### src/rtl/rtc_irq_pkg.sv
package rtc_irq_pkg;
  localparam int unsigned NUM_FIELDS = 8;
  localparam int unsigned LOC_W      = 2;
  localparam int unsigned LOC_TICK   = 0;
  localparam int unsigned LOC_ALARM  = 1;
endpackage

### src/rtl/rtc_rst_sync.sv
module rtc_rst_sync #(
  parameter int unsigned STAGES = 2
) (
  input  logic clk,
  input  logic arst_n,
  output logic rst_n_o
);
  logic [STAGES-1:0] sync_q;
  logic [STAGES-1:0] sync_d;

  always_comb begin
    sync_d = {sync_q[STAGES-2:0], 1'b1};
  end

  always_ff @(posedge clk or negedge arst_n) begin
    if (!arst_n) sync_q <= '0;
    else         sync_q <= sync_d;
  end

  assign rst_n_o = sync_q[STAGES-1];
endmodule

### src/rtl/rtc_alarm_cmp.sv
module rtc_alarm_cmp #(
  parameter int unsigned NF    = 8,
  parameter int unsigned CNT_W = 6
) (
  input  logic               clk,
  input  logic               rst_n,
  input  logic [NF*CNT_W-1:0] cnt_i,
  input  logic [NF*CNT_W-1:0] alm_i,
  input  logic [NF-1:0]       mask_i,
  output logic                match_o
);
  logic [NF-1:0] field_ok;

  for (genvar gi = 0; gi < NF; gi++) begin : g_field
    assign field_ok[gi] = mask_i[gi] |
                          (cnt_i[gi*CNT_W +: CNT_W] == alm_i[gi*CNT_W +: CNT_W]);
  end

  assign match_o = (&field_ok) & ~(&mask_i);


  full_mask_nomatch_chk: assert property (@(posedge clk) disable iff (!rst_n)
    (&mask_i) |-> !match_o);
endmodule

### src/rtl/rtc_irq_flag.sv
module rtc_irq_flag (
  input  logic clk,
  input  logic rst_n,
  input  logic set_i,
  input  logic clr_i,
  output logic flag_o
);
  logic flag_q;
  logic flag_d;
  logic flag_en;

  always_comb begin
    flag_en = set_i | clr_i;
    flag_d  = flag_q;
    if (clr_i) flag_d = 1'b0;
    if (set_i) flag_d = 1'b1;
  end

  always_ff @(posedge clk or negedge rst_n) begin
    if (!rst_n)       flag_q <= 1'b0;
    else if (flag_en) flag_q <= flag_d;
  end

  assign flag_o = flag_q;


  set_wins_chk: assert property (@(posedge clk) disable iff (!rst_n)
    set_i |=> flag_o);

  sticky_hold_chk: assert property (@(posedge clk) disable iff (!rst_n)
    (flag_o && !clr_i) |=> flag_o);

  clear_works_chk: assert property (@(posedge clk) disable iff (!rst_n)
    (clr_i && !set_i) |=> !flag_o);
endmodule

### src/rtl/rtc_event_irq.sv
module rtc_event_irq #(
  parameter int unsigned NUM_FIELDS  = rtc_irq_pkg::NUM_FIELDS,
  parameter int unsigned CNT_W       = 12,
  parameter int unsigned SYNC_STAGES = 2
) (
  input  logic                        clk,
  input  logic                        arst_n,
  input  logic [NUM_FIELDS*CNT_W-1:0] cnt_val,
  input  logic [NUM_FIELDS-1:0]       cnt_inc,
  input  logic [NUM_FIELDS*CNT_W-1:0] alarm_val,
  input  logic [NUM_FIELDS-1:0]       tick_en,
  input  logic [NUM_FIELDS-1:0]       alarm_mask,
  input  logic                        loc_wr,
  input  logic [rtc_irq_pkg::LOC_W-1:0] loc_wdata,
  output logic                        tick_flag,
  output logic                        alarm_flag,
  output logic                        irq
);
  import rtc_irq_pkg::*;

  logic rst_n;
  logic match_now;
  logic prev_match_q;
  logic prev_match_d;
  logic tick_hit;
  logic alarm_edge;
  logic clr_tick;
  logic clr_alarm;

  rtc_rst_sync #(.STAGES(SYNC_STAGES)) u_rst (
    .clk    (clk),
    .arst_n (arst_n),
    .rst_n_o(rst_n)
  );

  rtc_alarm_cmp #(.NF(NUM_FIELDS), .CNT_W(CNT_W)) u_cmp (
    .clk    (clk),
    .rst_n  (rst_n),
    .cnt_i  (cnt_val),
    .alm_i  (alarm_val),
    .mask_i (alarm_mask),
    .match_o(match_now)
  );

  always_comb begin
    tick_hit     = |(cnt_inc & tick_en);
    alarm_edge   = match_now & ~prev_match_q;
    prev_match_d = match_now;
    clr_tick     = loc_wr & loc_wdata[LOC_TICK];
    clr_alarm    = loc_wr & loc_wdata[LOC_ALARM];
  end

  always_ff @(posedge clk or negedge rst_n) begin
    if (!rst_n) prev_match_q <= 1'b0;
    else        prev_match_q <= prev_match_d;
  end

  rtc_irq_flag u_tick (
    .clk   (clk),
    .rst_n (rst_n),
    .set_i (tick_hit),
    .clr_i (clr_tick),
    .flag_o(tick_flag)
  );

  rtc_irq_flag u_alarm (
    .clk   (clk),
    .rst_n (rst_n),
    .set_i (alarm_edge),
    .clr_i (clr_alarm),
    .flag_o(alarm_flag)
  );

  assign irq = tick_flag | alarm_flag;


  tick_cause_chk: assert property (@(posedge clk) disable iff (!rst_n)
    $rose(tick_flag) |-> $past(|(cnt_inc & tick_en)));

  alarm_edge_only_chk: assert property (@(posedge clk) disable iff (!rst_n)
    $rose(alarm_flag) |-> ($past(match_now) && !$past(prev_match_q)));

  alarm_masked_off_chk: assert property (@(posedge clk) disable iff (!rst_n)
    $rose(alarm_flag) |-> !$past(&alarm_mask));

  irq_low_chk: assert property (@(posedge clk) disable iff (!rst_n)
    (!tick_flag && !alarm_flag) |-> !irq);
endmodule

### config.mk
export PLATFORM = sky130hd
export DESIGN_NAME = rtc_event_irq
export DESIGN_NICKNAME = d
export VERILOG_FILES = /design/src/rtl/rtc_irq_pkg.sv /design/src/rtl/rtc_rst_sync.sv /design/src/rtl/rtc_alarm_cmp.sv /design/src/rtl/rtc_irq_flag.sv /design/src/rtl/rtc_event_irq.sv
export SDC_FILE = /design/constraint.sdc
export NUM_CORES = 1
export LEC_CHECK = 0
export BUFFER_PORTS_ARGS = -buffer_cell sky130_fd_sc_hd__buf_2
export CORE_AREA = 2 2 87 89
export DETAILED_ROUTE_END_ITERATION = 12
export DIE_AREA = 0 0 89 91
export REMOVE_ABC_BUFFERS = 1
export SETUP_SLACK_MARGIN = 0.05
export SYNTH_ARGS = -nofsm -noshare
export SYNTH_HDL_FRONTEND = slang
export SYNTH_HIERARCHICAL = 1
export SYNTH_SLANG_ARGS = --single-unit
### constraint.sdc
create_clock -name clk -period 0.8 [get_ports clk]
set_input_delay 0 -clock clk [delete_from_list [all_inputs] [get_ports clk]]
set_output_delay 0 -clock clk [all_outputs]
set_load 0.01 [all_outputs]
-- Word level (Yosys, flattened, before mapping)
Index checks and enable logic that the tools add are counted.
- flip-flop bits (word level): 5
- output and inout bits: 3
- input port bits: 221
- muxes and demuxes: 4
- equal/unequal tests: 8
- bitwise operators: 18
- reduce and logical (&&, ||, !) cells: 7
- operators by type and width (cell ; number):
    12-bit equality test ; 8
    8-bit AND reduction ; 2
    1-bit OR ; 11
    8-bit bitwise AND ; 1
    8-bit OR reduction ; 1
    1-bit bitwise AND ; 4
    1-bit two-way mux ; 4
    2-bit AND reduction ; 2
    2-bit nonzero test ; 2
    1-bit NOT ; 2

-- Depth between registers and ports, before layout
Gate-level depths: netlist of the first run.
- word-level depth: 7
- depth in mapped cells: 7

-- Hierarchy
The synthesis of the first run kept the hierarchy.
- modules (own cells, without submodules) (module ; area each (µm²) ; instances ; sequential area each (µm²) ; cells an instance):
    rtc_alarm_cmp ; 1083.5 ; 1 ; 0.0 ; 134
    rtc_event_irq ; 86.3 ; 1 ; 25.0 ; 10
    rtc_irq_flag ; 36.3 ; 2 ; 25.0 ; 3
    rtc_rst_sync ; 53.8 ; 1 ; 50.0 ; 3

-- Worst setup path before layout of the first run
Ideal clock, no wire load.
- path type: input port to flip-flop
- from: input alarm_val[16]
- to: register u_alarm.flag_q (netlist: u_alarm/flag_o)
- arrival time: 1.105 ns
- data required time: 0.736 ns
- path slack: -0.369 ns
- stages on the path: 7
- path through: xor2_1 nor4_1 a31oi_1 nor4_1 and3_1 nor2b_1 a21o_1
- longest elaborated chain between the ends: 7
- elaborated cells between the ends (all ways): 9
- classes of those cells: eq/ne: 1; mux: 1; bitwise: 4; reduce/logical: 3
- RTL lines (what ; line ; source):
    start: declaration ; rtc_event_irq.sv:10 ; input logic [NUM_FIELDS*CNT_W-1:0] alarm_val,
    12-bit equality test * ; rtc_alarm_cmp.sv:16 ; (cnt_i[gi*CNT_W +: CNT_W] == alm_i[gi*CNT_W +: CNT_W]);
    1-bit OR * ; rtc_alarm_cmp.sv:15 ; assign field_ok[gi] = mask_i[gi] |
    8-bit AND reduction * ; rtc_alarm_cmp.sv:19 ; assign match_o = (&field_ok) & ~(&mask_i);
    1-bit bitwise AND * ; rtc_alarm_cmp.sv:19 ;
    named net match_now ; rtc_event_irq.sv:22 ; logic match_now;
    1-bit bitwise AND * ; rtc_event_irq.sv:47 ; alarm_edge = match_now & ~prev_match_q;
    named net alarm_edge ; rtc_event_irq.sv:26 ; logic alarm_edge;
    2-bit nonzero test (no source line) / 1-bit OR (equally long branches) ; -- ;
    2-bit AND reduction (no source line) ; -- ;
    end signal: assignment ; rtc_irq_flag.sv:21 ; else if (flag_en) flag_q <= flag_d;
    end: declaration ; rtc_irq_flag.sv:8 ; logic flag_q;
Mark *: on every way through the listed nets, which the timed path passes. The rest lies on a longest branch.
A chain may end at the register's enable or synchronous reset.

-- Final worst setup path of the first run
- from: input cnt_val[15]
- to: register u_alarm.flag_q (netlist: u_alarm/flag_o)
- longest elaborated chain between the ends: 7
- elaborated cells between the ends (all ways): 9
- classes of those cells: eq/ne: 1; mux: 1; bitwise: 4; reduce/logical: 3
- RTL lines (what ; line ; source):
    start: declaration ; rtc_event_irq.sv:8 ; input logic [NUM_FIELDS*CNT_W-1:0] cnt_val,
    12-bit equality test * ; rtc_alarm_cmp.sv:16 ;
    1-bit OR * ; rtc_alarm_cmp.sv:15 ;
    8-bit AND reduction * ; rtc_alarm_cmp.sv:19 ;
    1-bit bitwise AND * ; rtc_alarm_cmp.sv:19 ;
    named net match_now ; rtc_event_irq.sv:22 ;
    1-bit bitwise AND * ; rtc_event_irq.sv:47 ;
    named net alarm_edge ; rtc_event_irq.sv:26 ;
    2-bit nonzero test (no source line) / 1-bit OR (equally long branches) ; -- ;
    2-bit AND reduction (no source line) ; -- ;
Marks and branches as above.

==> results.json, run 1 <==
{
  "layout_common_cells": "214 x buf_2, 84 x xor2_1, 17 x nor4_1, 12 x xnor2_1, 10 x buf_6",
  "overflow": 0,
  "wire_per_inst_um": 11.3,
  "rsz0062_at_grt": "yes",
  "drt_first_iter_violations": 17,
  "combinationalPowerShare_pct": 61.2,
  "final_cells": 490,
  "reg2regPathDepth": 2,
  "internal-power_uw": 1300,
  "die-area_um2": 8100,
  "drive_above_1_share_pct": 62.7,
  "avgSynthCellArea_um2": 8.47,
  "routed.top_layer": "met4",
  "cts-buffers-inserted": 3,
  "start_util_pct": 18.2,
  "synth_top_family_by_area": "XOR/XNOR gates",
  "ys_seq_area_share_pct": 9.65,
  "synth_compound_area_share_pct": 7.92,
  "p_switching_uw": 575,
  "dpl.hpwl_um": 5160,
  "route.met2.wl_um": 3210,
  "synth_cell_types": 19,
  "vdd_ir_drop_max_v": 0.000299,
  "grt_pass1_vias": 2127,
  "period_share_pct": 169,
  "io_pins": 224,
  "cts.clk_slew.worst_paths_ns": 0.03,
  "cts.path.max_buffers": 2,
  "grt_first_pass_wirelength_um": 8010,
  "violations": "setup timing",
  "power.leakage_uw": 0.00150,
  "clkLatencyLatePin_ns": 0.22,
  "required_ns": 0.96,
  "first_pass_iters": 4,
  "seqPwrFrac_pct": 14.3,
  "cts_sinks": 5,
  "grt_usage_pct": 12.2,
  "io_buffers": 223,
  "layout_commonest_cell": "buf_2",
  "place_inst": 483,
  "wl_met1_um": 1760,
  "cts_tree": "yes",
  "routed_wirelength_um": 5550,
  "finalHoldViolCount": 0,
  "worst_ep_arrival_time_ns": 1.51,
  "outcome": "complete, but fails checks",
  "cp_slowest_cell": "nor4_2",
  "syn_area_um2": 1300,
  "ant_nets": 0,
  "clkPwrFrac_pct": 24.5,
  "ys_seq_elements": 5,
  "synthSimpleGateAreaFrac_pct": 16.7,
  "area_delta_synth_final_pct": 114,
  "grt_max_degree": 4,
  "crit_cells": 9,
  "end_kind": "flop",
  "htreeDepth": 1,
  "startpoint_type": "input port",
  "p_sw_share_pct": 30.7,
  "slew_viol_final": 0,
  "path_class": "input port to flop",
  "rrSetupSlack_ns": 0.02,
  "setup_viol": 4,
  "root_buffer": "clkbuf_8",
  "critPathMaxFanout": 2,
  "vias_per_cell": 4.09,
  "setup_tns_ns": -1.22,
  "vias": 2004,
  "cp_cell_sequence": "buf_2 > xor2_1 > nor4_2 > a31oi_1 > nor4_1 > buf_4 > and3_4 > nor2b_4 > a21o_1",
  "synth-xor-area-share_pct": 64.9,
  "die_w_um": 89,
  "synth_warnings": 6,
  "antenna_found_initial": 0,
  "synth_fa_ha_area_share_pct": 0,
  "powerDensity_nw_per_um2": 675,
  "min_path_type": "flop to async pin",
  "final_util_pct": 38.8,
  "fp-row-count": 31,
  "layout.nets": 613,
  "place.gp.congestion": 0.722,
  "synth_mux_area_share_pct": 0,
  "cp_slowest_stage_delay_ns": 0.33,
  "skew_ns": 0.00177,
  "path_delay_family": "simple AND/OR/NAND/NOR gates",
  "fp.dieH_um": 91,
  "drv_cap": 0,
  "timing.final.ws_setup_ns": -0.556,
  "coreArea_um2": 7140,
  "drc": 0,
  "syn_inst": 153,
  "antenna_cells": 0,
  "timing.fmax_ghz": 0.738,
  "wl_met3_um": 560,
  "period_needed_ns": 1.36,
  "crit_buf_inv": 2
}
[synthesized netlist by cell type]
cell type	count	area (um2)
a21o_1	2	15.0
a22oi_1	4	30.0
nand4_1	5	31.3
nor4_2	1	12.5
conb_1	1	3.75
and3_1	1	6.26
nor3_1	1	5.00
inv_1	2	7.51
or2_2	1	6.26
and2_1	2	12.5
o21ai_0	1	5.00
a31oi_1	7	43.8
o41ai_1	1	8.76
xor2_1	84	736
nand3_1	1	5.00
nor4_1	21	131
nor2b_1	1	6.26
xnor2_1	12	105
dfrtp_1	5	125
[worst register-to-register path: cells and delay by family (launching register included)]
kind / cells / cell delay (ns)
flip-flops: 1 / 0.39
AO/OA/AOI/OAI: 1 / 0.16
buffers and inverters: 1 / 0.13
[layer usage]
metal	GRT usage, %	up-vias
met5	0	-
met4	2.61	0
met3	2.18	2
met2	26.8	126
met1	10.5	861
li1	-	1015
[power by group through the flow]
stage,Combinational (uW),Clock [uW],Sequential [uW]
6_report,1150,458,267
5_1_grt,1260,486,269
4_1_cts,1150,472,267
3_5_place_dp,1110,0,270
3_3_place_gp,1080,0,269
2_1_floorplan,396,0,269
[cell type report]
cell class / count / area [um2]
Inverter: 2 / 7.51
Sequential cell: 5 / 125
Timing Repair Buffer: 234 / 1260
Tap cell: 99 / 124
Clock buffer: 4 / 45.0
Multi-Input combinational cell: 146 / 1210
Fill cell: 786 / 4370
[through the flow]
step                hold slack, ns  power [uW]  setup WS, ns  instance area, um2
finish                      0.0457        1870        -0.556                2770
detailed placement          -0.211        1380        -0.954                2600
CTS                         0.0500        1890        -0.556                2750
global placement            -0.214        1350        -0.944                2600
global route                0.0574        2020        -0.685                2770
floorplan                   -0.296         665        -0.369                1300
[logic make-up (layout without fill, tap and decap cells)]
group | after synthesis | after routing
AO/OA/AOI/OAI | 15 | 15
flip-flops | 5 | 5
other | 1 | 1
AND/OR/NAND/NOR | 34 | 34
XOR/XNOR | 96 | 96
buffers and inverters | 2 | 240
[registers in the layout, summed over array words and instances (netlist names)]
signal          cells
u_rst/sync_q        2
u_alarm/flag_o      1
prev_match_q        1
u_tick/flag_o       1
[what timing repair did]
item | in CTS | in global routing
buffers inserted | 2 | 1
endpoints found under the setup margin | 5 | 5
resized for setup | 15 | 4
pin swaps | 13 | 2
hold buffers | 1 | 0
cloned | 0 | 0
hold endpoints to repair | 2 | 0
[path summary, 6_finish.rpt]
kind,startpoint,endpoint
worst min register to register,u_rst/sync_q[1]$_DFF_PN0_,prev_match_q$_DFF_PN0_
worst max register to register,u_alarm/flag_o$_DFFE_PN0P_,u_alarm/flag_o$_DFFE_PN0P_
min in group clk,tick_en[6],u_tick/flag_o$_DFFE_PN0P_
worst min-delay path,u_rst/sync_q[1]$_DFF_PN0_,prev_match_q$_DFF_PN0_
worst max-delay path,cnt_val[15],u_alarm/flag_o$_DFFE_PN0P_
max in group asynchronous,arst_n,u_rst/sync_q[0]$_DFF_PN0_
No activity file was read; power rests on OpenSTA's default activity.
==> inputs of run 2 (changes only) <==
Settings changed: SETUP_SLACK_MARGIN 0.05 to default.
==> results.json, run 2 (synthesized netlist as in run 1, its figures left out) <==
{
  "reg2reg_from": "u_alarm/flag_o$_DFFE_PN0P_",
  "layout_common_cells": "215 x buf_2, 84 x xor2_1, 17 x nor4_1, 12 x xnor2_1",
  "cts_tree": "yes",
  "area_delta_synth_final_pct": 113,
  "rsz0062_at_grt": "yes",
  "overflow": 0,
  "fillers": 785,
  "antenna_cells": 0,
  "io_pins": 224,
  "required_ns": 0.96,
  "powerDensity_nw_per_um2": 676,
  "io_buffers": 223,
  "dpl.hpwl_um": 5160,
  "start_util_pct": 18.2,
  "vias_per_cell": 4.09,
  "setup_viol": 4,
  "critPathMaxFanout": 2,
  "period_needed_ns": 1.36,
  "drc": 0,
  "die-area_um2": 8100,
  "cts.path.max_buffers": 2,
  "drt_first_iter_violations": 14,
  "place.gp.congestion": 0.722,
  "clkLatencyLatePin_ns": 0.22,
  "grt_pass1_vias": 2126,
  "routed_wirelength_um": 5510,
  "layout.nets": 613,
  "holdWs_ns": 0.0457,
  "period_share_pct": 169,
  "grt_usage_pct": 12.2,
  "drv_cap": 0,
  "startpoint_type": "input port",
  "power.leakage_uw": 0.00150,
  "cts.clk_slew.worst_paths_ns": 0.03,
  "skew_ns": 0.00178,
  "p_sw_share_pct": 30.7,
  "layout_commonest_cell": "buf_2",
  "fp-row-count": 31,
  "end_kind": "flop",
  "combinationalPowerShare_pct": 61.2,
  "htreeDepth": 1,
  "outcome": "complete, but fails checks",
  "violations": "setup timing",
  "cts-buffers-inserted": 3,
  "grt_max_degree": 4,
  "cts_sinks": 5,
  "timing.final.ws_setup_ns": -0.556,
  "final_cells": 490,
  "largest_register_ffs": 2,
  "first_pass_iters": 4,
  "root_buffer": "clkbuf_8",
  "antenna_found_initial": 0,
  "min_path_type": "flop to async pin",
  "clkPwrFrac_pct": 24.5,
  "ant_nets": 0,
  "grt_first_pass_wirelength_um": 8020,
  "seqPwrFrac_pct": 14.3,
  "timing.fmax_ghz": 0.738,
  "wire_per_inst_um": 11.3,
  "p_switching_uw": 575,
  "crit_path_start": "cnt_val[15]",
  "vdd_ir_drop_max_v": 0.000292,
  "power_uw": 1870,
  "coreArea_um2": 7140,
  "die_w_um": 89,
  "worst_ep_arrival_time_ns": 1.51,
  "drive_above_1_share_pct": 62.7,
  "internal-power_uw": 1300,
  "regMostFlops": "u_rst/sync_q",
  "path_class": "input port to flop",
  "finalHoldViolCount": 0,
  "vias": 2005,
  "fp.dieH_um": 91,
  "place_inst": 483,
  "rrSetupSlack_ns": 0.03,
  "slew_viol_final": 0
}
run 2: changes by cell type in the layout (fill, tap and decap cells not counted):
cell and change:
buf_2 +1, buf_6 -1
run 2: per-stage QoR:
stage               setup TNS, ns  util, %  instance area, um2  setup slack (ns)
finish                      -1.21     38.7                2770            -0.556
global route                -1.53     38.7                2770            -0.685
CTS                         -1.22     38.5                2750            -0.556
detailed placement          -1.69     36.4                2600            -0.954
global placement            -1.69     36.4                2600            -0.944
floorplan                  -0.543        -                1300            -0.369
run 2: power groups by stage:
stage | Combinational (uW) | Clock (uW) | Sequential, uW
floorplan | 396 | 0 | 269
global placement | 1080 | 0 | 269
detailed placement | 1110 | 0 | 270
CTS | 1150 | 472 | 267
global route | 1260 | 486 | 268
finish | 1140 | 459 | 267
run 2: path summary, 6_finish.rpt:
kind | endpoint | cells past startpoint
max in group asynchronous | u_rst/sync_q[0]$_DFF_PN0_ | 2
worst min-delay path | prev_match_q$_DFF_PN0_ | 0
worst max-delay path | u_alarm/flag_o$_DFFE_PN0P_ | 9
worst min register to register | prev_match_q$_DFF_PN0_ | 0
worst max register to register | u_alarm/flag_o$_DFFE_PN0P_ | 2
min in group clk | u_tick/flag_o$_DFFE_PN0P_ | 4
run 2: timing repair:
action | CTS | global route
endpoints found under the hold margin | 2 | 0
gates resized for setup | 14 | 3
buffers inserted | 2 | 0
pin swaps | 13 | 2
hold buffers | 1 | 0
endpoints found under the setup margin | 3 | 4
run 2: final cells by class:
| cell class | count | area, um2 | share of cell area (%) |
|---|---|---|---|
| Sequential cell | 5 | 125 | 4.52 |
| Clock buffer | 4 | 45.0 | 1.63 |
| Timing Repair Buffer | 234 | 1250 | 45.4 |
| Inverter | 2 | 7.51 | 0.271 |
| Multi-Input combinational cell | 146 | 1210 | 43.7 |
| Tap cell | 99 | 124 | 4.48 |
run 2: layer usage:
layer	track usage, %	vias up	routed length (um)
li1	-	1015	-
met1	10.5	862	1770
met2	26.8	126	3170
met3	2.18	2	560
met4	2.61	0	14
met5	0	-	0
run 2: critical path, stage by stage:
cell	delay [ns]
buf_2	0.11
xor2_1	0.14
nor4_2	0.33
a31oi_1	0.14
nor4_1	0.27
buf_4	0.16
and3_4	0.16
nor2b_4	0.12
a21o_1	0.08
